<file path="config.mk">
export PLATFORM = sky130hd
export DESIGN_NAME = rtc_core
export DESIGN_NICKNAME = d
export VERILOG_FILES = /design/src/rtl/rtc_pkg.sv /design/src/rtl/rtc_prediv.sv /design/src/rtl/rtc_tod.sv /design/src/rtl/rtc_cal.sv /design/src/rtl/rtc_core.sv
export SDC_FILE = /design/constraint.sdc
export NUM_CORES = 1
export LEC_CHECK = 0
export ABC_AREA = 1
export BUFFER_PORTS_ARGS = -buffer_cell sky130_fd_sc_hd__buf_2
export CORE_MARGIN = 2
export CORE_UTILIZATION = 50
export DETAILED_ROUTE_END_ITERATION = 10
export GPL_TIMING_DRIVEN = 0
export PLACE_DENSITY = 0.65
export SLEW_MARGIN = 20
export SYNTH_ARGS = -nofsm -noshare
export SYNTH_HDL_FRONTEND = slang
export SYNTH_SLANG_ARGS = --single-unit
</file>
<file path="constraint.sdc">
create_clock -name clk -period 6.5 [get_ports clk]
set_input_delay 1.3 -clock clk [delete_from_list [all_inputs] [get_ports clk]]
set_output_delay 1.3 -clock clk [all_outputs]
set_load 0.01 [all_outputs]
</file>
<file path="src/rtl/rtc_pkg.sv">
package rtc_pkg;

  typedef enum logic [2:0] {
    REG_TIME   = 3'd0,
    REG_DATE   = 3'd1,
    REG_CTRL   = 3'd2,
    REG_STAT   = 3'd3,
    REG_PRE    = 3'd4,
    REG_KEY    = 3'd5,
    REG_SUBSEC = 3'd6
  } reg_sel_e;

  typedef enum logic [1:0] {
    LK_SHUT,
    LK_ARMED,
    LK_OPEN
  } lock_e;

  localparam logic [7:0] KEY_ARM  = 8'hCA;
  localparam logic [7:0] KEY_OPEN = 8'h53;

  function automatic logic [6:0] bcd_to_bin(input logic [7:0] b);
    return 7'(b[7:4]) * 7'd10 + 7'(b[3:0]);
  endfunction

  function automatic logic [7:0] bin_to_bcd(input logic [6:0] v);
    logic [6:0] tens;
    tens = v / 7'd10;
    return {tens[3:0], 4'(v - tens * 7'd10)};
  endfunction

  function automatic logic [6:0] month_len(input logic [6:0] mon, input logic [6:0] yr);
    case (mon)
      7'd2:                     return (yr[1:0] == 2'b00) ? 7'd29 : 7'd28;
      7'd4, 7'd6, 7'd9, 7'd11:  return 7'd30;
      default:                  return 7'd31;
    endcase
  endfunction

endpackage

</file>
<file path="src/rtl/rtc_prediv.sv">
module rtc_prediv #(
  parameter int ASYNC_W   = 7,
  parameter int SYNC_W    = 15,
  parameter int ASYNC_RST = 127,
  parameter int SYNC_RST  = 255
) (
  input  logic              clk,
  input  logic              rst_n,
  input  logic              hold,
  input  logic              load,
  input  logic [ASYNC_W-1:0] async_in,
  input  logic [SYNC_W-1:0]  sync_in,
  output logic [23:0]        prer,
  output logic [SYNC_W-1:0]  subsec,
  output logic               sec_tick
);

  logic [ASYNC_W-1:0] a_div, a_cnt;
  logic [SYNC_W-1:0]  s_div;
  logic               ck_a;

  assign ck_a     = !hold && (a_cnt == '0);
  assign sec_tick = ck_a && (subsec == '0);

  always_comb begin
    prer = '0;
    prer[16 +: ASYNC_W]  = a_div;
    prer[SYNC_W-1:0]     = s_div;
  end

  always_ff @(posedge clk or negedge rst_n) begin
    if (!rst_n) begin
      a_div  <= ASYNC_W'(ASYNC_RST);
      s_div  <= SYNC_W'(SYNC_RST);
      a_cnt  <= ASYNC_W'(ASYNC_RST);
      subsec <= SYNC_W'(SYNC_RST);
    end else begin
      if (load) begin
        a_div <= async_in;
        s_div <= sync_in;
      end
      if (hold) begin
        a_cnt  <= a_div;
        subsec <= s_div;
      end else begin
        a_cnt <= ck_a ? a_div : a_cnt - 1'b1;
        if (ck_a) subsec <= (subsec == '0) ? s_div : subsec - 1'b1;
      end
    end
  end

  AST_SUBSEC_BOUND: assert property (@(posedge clk) disable iff (!rst_n)
    !hold |-> subsec <= s_div) else $error("subsec above divide");
  AST_ASYNC_BOUND: assert property (@(posedge clk) disable iff (!rst_n)
    !hold |-> a_cnt <= a_div) else $error("async count above divide");

endmodule

</file>
<file path="src/rtl/rtc_tod.sv">
module rtc_tod
  import rtc_pkg::*;
(
  input  logic        clk,
  input  logic        rst_n,
  input  logic        sec_tick,
  input  logic        fmt12,
  input  logic        load,
  input  logic [22:0] load_val,
  output logic [22:0] time_q,
  output logic        day_tick
);

  logic [6:0]  sec_b, min_b, hr_b, hr_n;
  logic        sec_wrap, min_wrap, pm_n, day_end;
  logic [22:0] tod_nx;

  assign sec_b    = bcd_to_bin({1'b0, time_q[6:0]});
  assign min_b    = bcd_to_bin({1'b0, time_q[14:8]});
  assign hr_b     = bcd_to_bin({2'b0, time_q[21:16]});
  assign sec_wrap = (sec_b == 7'd59);
  assign min_wrap = (min_b == 7'd59);

  always_comb begin
    hr_n    = hr_b + 7'd1;
    pm_n    = time_q[22];
    day_end = 1'b0;
    if (fmt12) begin
      if (hr_b == 7'd12) begin
        hr_n = 7'd1;
      end else if (hr_b == 7'd11) begin
        hr_n    = 7'd12;
        pm_n    = !time_q[22];
        day_end = time_q[22];
      end
    end else if (hr_b == 7'd23) begin
      hr_n    = 7'd0;
      day_end = 1'b1;
    end
  end

  always_comb begin
    tod_nx = time_q;
    tod_nx[6:0] = sec_wrap ? 7'd0 : 7'(bin_to_bcd(sec_b + 7'd1));
    if (sec_wrap) tod_nx[14:8] = min_wrap ? 7'd0 : 7'(bin_to_bcd(min_b + 7'd1));
    if (sec_wrap && min_wrap) begin
      tod_nx[21:16] = 6'(bin_to_bcd(hr_n));
      tod_nx[22]    = pm_n;
    end
  end

  assign day_tick = sec_tick && sec_wrap && min_wrap && day_end;

  always_ff @(posedge clk or negedge rst_n) begin
    if (!rst_n)        time_q <= '0;
    else if (load)     time_q <= load_val & 23'h7F7F7F;
    else if (sec_tick) time_q <= tod_nx;
  end

  AST_SEC_WRAP: assert property (@(posedge clk) disable iff (!rst_n)
    sec_tick && sec_wrap && !load |=> time_q[6:0] == 7'd0) else $error("seconds did not wrap");
  AST_DAY_HOUR: assert property (@(posedge clk) disable iff (!rst_n)
    day_tick && !load |=> time_q[21:16] == ($past(fmt12) ? 6'h12 : 6'h00)) else $error("bad hour at day change");

endmodule

</file>
<file path="src/rtl/rtc_cal.sv">
module rtc_cal
  import rtc_pkg::*;
(
  input  logic        clk,
  input  logic        rst_n,
  input  logic        day_tick,
  input  logic        load,
  input  logic [23:0] load_val,
  output logic [23:0] date_q
);

  localparam logic [23:0] DATE_RST  = 24'h00C101;
  localparam logic [23:0] DATE_MASK = 24'hFFFF3F;

  logic [6:0]  yr_b, mon_b, day_b;
  logic        last_day;
  logic [23:0] date_nx;

  assign yr_b     = bcd_to_bin(date_q[23:16]);
  assign mon_b    = bcd_to_bin({3'b0, date_q[12:8]});
  assign day_b    = bcd_to_bin({2'b0, date_q[5:0]});
  assign last_day = (day_b == month_len(mon_b, yr_b));

  always_comb begin
    date_nx = date_q;
    date_nx[15:13] = (date_q[15:13] == 3'd7) ? 3'd1 : date_q[15:13] + 3'd1;
    if (!last_day) begin
      date_nx[5:0] = 6'(bin_to_bcd(day_b + 7'd1));
    end else begin
      date_nx[5:0] = 6'h01;
      if (mon_b == 7'd12) begin
        date_nx[12:8]  = 5'h01;
        date_nx[23:16] = (yr_b == 7'd99) ? 8'h00 : bin_to_bcd(yr_b + 7'd1);
      end else begin
        date_nx[12:8]  = 5'(bin_to_bcd(mon_b + 7'd1));
      end
    end
  end

  always_ff @(posedge clk or negedge rst_n) begin
    if (!rst_n)        date_q <= DATE_RST;
    else if (load)     date_q <= load_val & DATE_MASK;
    else if (day_tick) date_q <= date_nx;
  end

  AST_WDAY_NONZERO: assert property (@(posedge clk) disable iff (!rst_n)
    day_tick && !load |=> date_q[15:13] != 3'd0) else $error("weekday zero");
  AST_DAY_RESTART: assert property (@(posedge clk) disable iff (!rst_n)
    day_tick && last_day && !load |=> date_q[5:0] == 6'h01) else $error("day not restarted");

endmodule

</file>
<file path="src/rtl/rtc_core.sv">
module rtc_core
  import rtc_pkg::*;
#(
  parameter int ASYNC_W    = 7,
  parameter int SYNC_W     = 15,
  parameter int ASYNC_RST  = 127,
  parameter int SYNC_RST   = 255,
  parameter int RESUME_CYC = 4
) (
  input  logic        clk,
  input  logic        rst_n,
  input  logic [2:0]  bus_addr,
  input  logic        bus_wr,
  input  logic [23:0] bus_wdata,
  output logic [23:0] bus_rdata,
  output logic        second_pulse
);

  localparam int RW = $clog2(RESUME_CYC + 1);

  lock_e              lock_q;
  logic               init_req, initf, rsf, fmt12;
  logic [RW-1:0]      resume_cnt;
  logic               wr_key, wr_open, cal_wr, stat_wr, run;
  logic [22:0]        time_q;
  logic [23:0]        date_q, prer;
  logic [SYNC_W-1:0]  subsec;
  logic               sec_tick, day_tick;

  assign wr_key  = bus_wr && (bus_addr == REG_KEY);
  assign wr_open = bus_wr && (lock_q == LK_OPEN);
  assign cal_wr  = wr_open && initf;
  assign stat_wr = wr_open && (bus_addr == REG_STAT);
  assign run     = !init_req && (resume_cnt == '0);

  always_ff @(posedge clk or negedge rst_n) begin
    if (!rst_n) begin
      lock_q <= LK_SHUT;
    end else if (wr_key) begin
      if (bus_wdata[7:0] == KEY_ARM)                              lock_q <= LK_ARMED;
      else if (lock_q == LK_ARMED && bus_wdata[7:0] == KEY_OPEN)  lock_q <= LK_OPEN;
      else                                                        lock_q <= LK_SHUT;
    end
  end

  always_ff @(posedge clk or negedge rst_n) begin
    if (!rst_n) begin
      init_req   <= 1'b0;
      initf      <= 1'b0;
      rsf        <= 1'b0;
      resume_cnt <= RW'(RESUME_CYC);
    end else if (stat_wr && !bus_wdata[7] && init_req) begin
      init_req   <= 1'b0;
      initf      <= 1'b0;
      rsf        <= 1'b0;
      resume_cnt <= RW'(RESUME_CYC);
    end else begin
      initf <= init_req;
      if (stat_wr && bus_wdata[7]) begin
        init_req   <= 1'b1;
        resume_cnt <= '0;
      end else if (resume_cnt != '0) begin
        resume_cnt <= resume_cnt - 1'b1;
        if (resume_cnt == RW'(1)) rsf <= 1'b1;
      end
    end
  end

  always_ff @(posedge clk or negedge rst_n) begin
    if (!rst_n)                                  fmt12 <= 1'b0;
    else if (cal_wr && bus_addr == REG_CTRL)     fmt12 <= bus_wdata[6];
  end

  rtc_prediv #(
    .ASYNC_W(ASYNC_W), .SYNC_W(SYNC_W), .ASYNC_RST(ASYNC_RST), .SYNC_RST(SYNC_RST)
  ) u_prediv (
    .clk(clk), .rst_n(rst_n), .hold(!run),
    .load(cal_wr && bus_addr == REG_PRE),
    .async_in(bus_wdata[16 +: ASYNC_W]), .sync_in(bus_wdata[SYNC_W-1:0]),
    .prer(prer), .subsec(subsec), .sec_tick(sec_tick)
  );

  rtc_tod u_tod (
    .clk(clk), .rst_n(rst_n), .sec_tick(sec_tick), .fmt12(fmt12),
    .load(cal_wr && bus_addr == REG_TIME), .load_val(bus_wdata[22:0]),
    .time_q(time_q), .day_tick(day_tick)
  );

  rtc_cal u_cal (
    .clk(clk), .rst_n(rst_n), .day_tick(day_tick),
    .load(cal_wr && bus_addr == REG_DATE), .load_val(bus_wdata),
    .date_q(date_q)
  );

  assign second_pulse = sec_tick;

  always_comb begin
    case (bus_addr)
      REG_TIME:   bus_rdata = {1'b0, time_q};
      REG_DATE:   bus_rdata = date_q;
      REG_CTRL:   bus_rdata = {17'b0, fmt12, 6'b0};
      REG_STAT:   bus_rdata = {16'b0, init_req, initf, rsf, 5'b0};
      REG_PRE:    bus_rdata = prer;
      REG_SUBSEC: bus_rdata = 24'(subsec);
      default:    bus_rdata = '0;
    endcase
  end

  AST_LOCKED_NO_INIT: assert property (@(posedge clk) disable iff (!rst_n)
    lock_q != LK_OPEN && !init_req |=> !init_req) else $error("init while locked");
  AST_ACK_AFTER_REQ: assert property (@(posedge clk) disable iff (!rst_n)
    $rose(initf) |-> init_req && $past(init_req)) else $error("ack without request");
  AST_RSF_ON_EXIT: assert property (@(posedge clk) disable iff (!rst_n)
    $fell(init_req) |-> !rsf) else $error("resync flag kept on exit");
  AST_HALT_NO_TICK: assert property (@(posedge clk) disable iff (!rst_n)
    initf |-> !sec_tick) else $error("tick during init");
  AST_FROZEN_TIME: assert property (@(posedge clk) disable iff (!rst_n)
    initf && !(cal_wr && bus_addr == REG_TIME) |=> $stable(time_q)) else $error("time moved in init");

endmodule

</file>
Word level (Yosys, flattened, before mapping)
Index checks and enable logic that the tools add are counted.
{"block": "op_classes", "n_addsub": 22, "mul": 12, "div_mod_pow": 6, "eq_ne": 28, "mux": 46, "reduce_logical": 47}
{"op": "24-bit one-hot mux with 6 select lines", "n": 1}
{"op": "7-bit two-way mux", "n": 10}
{"op": "24-bit two-way mux", "n": 2}
{"op": "23-bit two-way mux", "n": 2}
{"op": "15-bit two-way mux", "n": 3}
{"op": "7-bit by 4-bit divider with 7-bit output, second input constant", "n": 6}
{"op": "7-bit by 3-bit multiplier with 3-bit output, second input constant", "n": 6}
{"op": "7-bit by 1-bit adder with 7-bit output, second input constant", "n": 5}
{"op": "7-bit by 4-bit equality test with 1-bit output, second input constant", "n": 5}
{"op": "8-bit two-way mux", "n": 3}
{"op": "4-bit subtractor", "n": 6}
{"op": "2-bit nonzero test", "n": 11}
{"op": "7-bit by 4-bit adder with 7-bit output", "n": 3}
{"op": "1-bit logical AND", "n": 19}
{"op": "15-bit logical NOT", "n": 1}
{"op": "1-bit two-way mux", "n": 15}
{"op": "15-bit by 1-bit subtractor with 15-bit output, second input constant", "n": 1}
{"op": "6-bit by 4-bit adder with 7-bit output", "n": 2}
{"op": "7-bit by 3-bit equality test with 1-bit output, second input constant", "n": 2}
{"op": "7-bit by 6-bit equality test with 1-bit output, second input constant", "n": 2}
{"op": "7-bit one-hot mux with 2 select lines", "n": 1}
{"op": "3-bit equality test, second input constant", "n": 4}
{"op": "3-bit by 3-bit multiplier with 6-bit output, second input constant", "n": 2}
{"op": "3-bit two-way mux", "n": 4}
{"op": "other kinds (32)", "n": 45}
{"block": "word_totals", "ff_bits": 100, "input_bits": 30, "output_inout_bits": 25, "wordCells": 180}

Depth between registers and ports, before layout
{"block": "depth", "word_depth": 12, "depth_mapped": 35, "depth_no_buf": 35}

Cells and area by module
A second synthesis with hierarchy kept.
{"block": "hier_totals", "cells_unflattened": 1338, "area_unflattened_um2": 9257.6}
{"mod": "rtc_tod", "instances": 1, "cells_each": 439, "area_per_inst_um2": 2917.8}
{"mod": "rtc_cal", "instances": 1, "cells_each": 388, "area_per_inst_um2": 2741.4}
{"mod": "rtc_prediv", "instances": 1, "cells_each": 292, "area_per_inst_um2": 2351.0}
{"mod": "rtc_core", "instances": 1, "cells_each": 219, "area_per_inst_um2": 1247.4}

Least setup slack after synthesis
OpenSTA, ideal clock, no wires.
{"block": "synth_path", "path_type": "flip-flop to flip-flop", "from": "reg u_cal.date_q[21]", "to": "reg u_cal.date_q[19]", "setup_time_ps": 78, "arrival_ps": 4260, "required_time_ps": 6422, "setup_slack_ps": 2163, "stages_incl_launch_ff": 33, "n_path_buf": 0, "period_less_slack_ps": 4337, "cell_sequence": "dfrtp_1 > ha_1 > ha_1 > fa_1 > nand2_1 > inv_1 > nand4_1 > o211ai_1 > nand2_1 > inv_1 > nand2_1 > nand2_1 > nand3_1 > o211ai_2 > nand2_1 > nand2_1 > nand3_1 > nand3_1 > nand2_1 > inv_1 > ha_1 > nand3b_1 > nand2_1 > nand2_2 > ha_1 > inv_1 > fa_1 > inv_1 > xor2_1 > nand3_1 > nand2_1 > nand2_1 > a21boi_1"}
{"block": "synth_between", "elab_chain_cells": 11, "word_cells_on_any_way": 12, "classes_between": "3 x add/sub; 2 x mul; 1 x div; 1 x eq/ne; 5 x mux"}
{"item": "from (decl)", "line": "rtc_cal.sv:9", "rtl": "output logic [23:0] date_q"}
{"item": "from (signal assigned)", "line": "rtc_cal.sv:42", "rtl": "else if (load) date_q <= load_val & DATE_MASK;"}
{"item": "from (signal assigned)", "line": "rtc_cal.sv:43", "rtl": "else if (day_tick) date_q <= date_nx;"}
{"item": "4-bit by 3-bit multiplier with 6-bit output (*)", "line": "rtc_pkg.sv:23", "rtl": "return 7'(b[7:4]) * 7'd10 + 7'(b[3:0]);"}
{"item": "7-bit by 4-bit adder with 7-bit output (*)", "line": "rtc_pkg.sv:23"}
{"item": "7-bit by 1-bit adder with 7-bit output", "line": "rtc_cal.sv:33", "rtl": "date_nx[23:16] = (yr_b == 7'd99) ? 8'h00 : bin_to_bcd(yr_b + 7'd1);"}
{"item": "7-bit by 4-bit divider with 7-bit output", "line": "rtc_pkg.sv:28", "rtl": "tens = v / 7'd10;"}
{"item": "7-bit by 3-bit multiplier with 3-bit output", "line": "rtc_pkg.sv:29", "rtl": "return {tens[3:0], 4'(v - tens * 7'd10)};"}
{"item": "4-bit subtractor", "line": "rtc_pkg.sv:29"}
{"item": "8-bit two-way mux (*)", "line": "rtc_cal.sv:33"}
{"item": "8-bit two-way mux (*)", "line": "rtc_cal.sv:31", "rtl": "if (mon_b == 7'd12) begin"}
{"item": "8-bit two-way mux (*)", "line": "rtc_cal.sv:27", "rtl": "if (!last_day) begin"}
{"item": "24-bit two-way mux (*)", "line": "rtc_cal.sv:43"}
{"item": "24-bit two-way mux (*)", "line": "rtc_cal.sv:42"}
Every way passes the cells marked *; elsewhere a longest branch is shown, timed or not. The select of a mux whose other input is x is not followed.
A chain may end at the register's enable or synchronous reset.

Worst setup path in the final report
Ends and elaborated chain as after synthesis.

==> results_dict.tcl <==
set metrics [dict create \
    dominantRegCellSynth "dfrtp_1" \
    worstSkewPairLatency_ps 360 \
    gp_congestion 0.940 \
    grt_max_degree 55 \
    drive_gt1_frac 0.132 \
    drt-total-wl_microns 23600 \
    setup_violations 0 \
    synth_top_area_share 0.178 \
    coreArea_sq_um 16700 \
    grt_overflow 0 \
    critPathArrivalTime_ps 5210 \
    cpPeakStageDelay_ps 590 \
    ys_ff_latch 96 \
    yosysMostFrequentCell "nand2_1" \
    path_clk_slew_ps 70 \
    hpwl_microns 18700 \
    critPathSlowestCell "fa_1" \
    yosysTopAreaCell "dfrtp_1" \
    finalCritPeriodShare 0.758 \
    synthTopCellsByArea "dfrtp_1 (18%), nand2_1 (12%), dfstp_2 (11%)" \
    peakVddDrop_uv 170 \
    finalPower_mw 1.60 \
    synth_commonest_cells "nand2_1 (281), inv_1 (212), nand3_1 (84), nor2_1 (81), ha_1 (70)" \
    antenna_found_initial 1 \
    hp-start "resume_cnt[1]" \
    startpoint_type "flip-flop" \
    synth_async_sr_flop_share 1.00 \
    h-tree-depth 3 \
    ys_warn_count 0 \
    die_x_microns 135 \
    fin_skew_ps 8.99 \
    worstSetupPathType "reg -> reg" \
    dieArea_sq_um 18300 \
    min_period_ps 4930 \
    root_buffer "clkbuf_16" \
    synth_seq_area_share 0.285 \
    grt_usage 0.266 \
    n_antenna_cell 0 \
    ys_types 61 \
    routedWlPerCell_microns 15.8 \
    final_net_count 1381 \
    pre_cts_slack_ps 1620 \
    synth_cells 1203 \
    drv_slew 0 \
    hold_buffers 0 \
    drt-pass1-iter-count 5 \
    drt_iter0_drc 665 \
    endpoint_kind "flip-flop" \
    syn_area_sq_um 8600 \
    vias 8112 \
    leakage_nw 4.88 \
    worstReg2RegStart "u_cal.date_q[21]" \
    cap_viol_max_count 0 \
    fillerInstances 1644 \
    start_util 0.515 \
    port_buffers 54 \
    post_cts_resized 0 \
    ant_nets 0 \
    register_area_sq_um 2450 \
    drc 0 \
    cts.sinks 96 \
    hold_class "reg -> reg" \
    synth_edf_count 0 \
    post_cts_buffers 0 \
    rsz0062_at_grt "no" \
    cts_made_buffers 9 \
    worst_pin_slew_ps 672 \
    clk_path_buf_depth 2 \
    num_rows 47 \
    grt_pass1_vias 7496 \
    viasPerCell 5.43 \
    grt_pass1_wl_microns 38300 \
    status "complete, no violations" \
    synth.avg_cell_area_sq_um 7.15 \
    crit_start "u_cal.date_q[21]" \
    relSlewSlack 0.552 \
    crit_fanout 5 \
    multiInputGateArea_sq_um 5230 \
    crit_path_frequent_cell "nand2_1" \
    finalHoldViolations 0 \
    fmax_mhz 203 \
    timing.setup.tns_ps 0 \
    area_growth_pct 9.85 \
    synth_nets 1315 \
    cts_tree "done" \
    worstPathRequired_ps 6780 \
    io_pins 55 \
    powerDensity_nw_per_um2 169 \
    timing.final.ws_setup_ps 1570 \
    finish.utilization 0.565 \
    die_y_microns 135 \
]
==> sequential cells by signal, summed over array words and instances, names as in the netlist, 2 cells and up <==
register and flops:
u_prediv.s_div 15, u_prediv.a_cnt 7, u_cal.date_q 22, u_prediv.a_div 7
u_prediv.subsec 15, resume_cnt 3, u_tod.time_q 21, lock_q 2
==> power breakdown <==
| part | internal (mW) | switching, mW | leakage, nW |
|---|---|---|---|
| registers | 0.655 | 0.0289 | 1.10 |
| clock network | 0.270 | 0.240 | 0.130 |
| logic | 0.134 | 0.271 | 3.65 |
==> worst max-delay path, delay by kind of cell, from the launching register on <==
kind                       cells  cell delay (ps)
adders and majority gates      6             1860
buffers and inverters          5              370
xor gates and xnor gates       1              170
AOI/OAI and AO/OA              3              330
and+or+nand+nor               17             1680
DFF                            1              460
==> cell usage in the layout (no fill, tap or decap), types with 4 or more instances in the layout <==
master	count
o21ai_1	9
o21ai_0	69
a221o_1	9
nand4_1	15
nand3b_1	6
a31oi_1	8
clkbuf_1	20
dfrtp_1	61
fa_1	12
inv_1	212
inv_2	10
o221ai_1	18
or2_2	5
xnor2_1	9
clkbuf_16	9
o211ai_1	11
a22oi_1	4
nand3_1	84
nor2_2	9
buf_2	53
nor2_1	81
ha_1	70
o22ai_1	23
dfstp_2	35
nand2_1	281
nor4_1	7
xor2_1	20
a21oi_1	41
nand2_2	8
nand3_2	5
nor3_1	12
==> metrics by stage <==
stage          instance area, sq um  instances  hold slack, ps
5_1_grt                        9440       1494             511
3_5_place_dp                   9180       1478             474
3_3_place_gp                   9140       1477             471
6_report                       9440       1494             490
2_1_floorplan                  8600       1203             446
4_1_cts                        9440       1494             490
==> cell families after synthesis <==
| logic type | share of synthesized area |
|---|---|
| xor gates and xnor gates | 0.0352 |
| and+or+nand+nor | 0.277 |
| adders and majority gates | 0.130 |
| muxes | 0.00466 |
| buffers and inverters | 0.108 |
| AOI/OAI and AO/OA | 0.161 |
| DFF | 0.285 |
==> metal layers <==
layer	track usage	wire, microns
met1	0.392	11600
met2	0.399	10100
met3	0.0420	1210
met4	0.0897	610
met5	0	7
==> final cells by class <==
class                           instances  share of cell area
Inverter                              226              0.0900
Sequential cell                        96               0.259
Clock buffer                           13              0.0265
Tap cell                              220              0.0292
Buffer                                 18             0.00795
Multi-Input combinational cell        863               0.553
Timing Repair Buffer                   55              0.0322
Clock inverter                          3             0.00186
==> final timing paths <==
check	slack (ps)	depth (start not counted)	to
setup reg to reg	1570	32	u_cal.date_q[19]
hold reg to reg	490	2	resume_cnt[1]
hold / removal	490	2	resume_cnt[1]
max in group asynchronous	4960	2	u_prediv.s_div[0]
setup / recovery	1570	32	u_cal.date_q[19]
min in group asynchronous	870	1	init_req
Note: power is estimated with default switching activity, not from simulation.
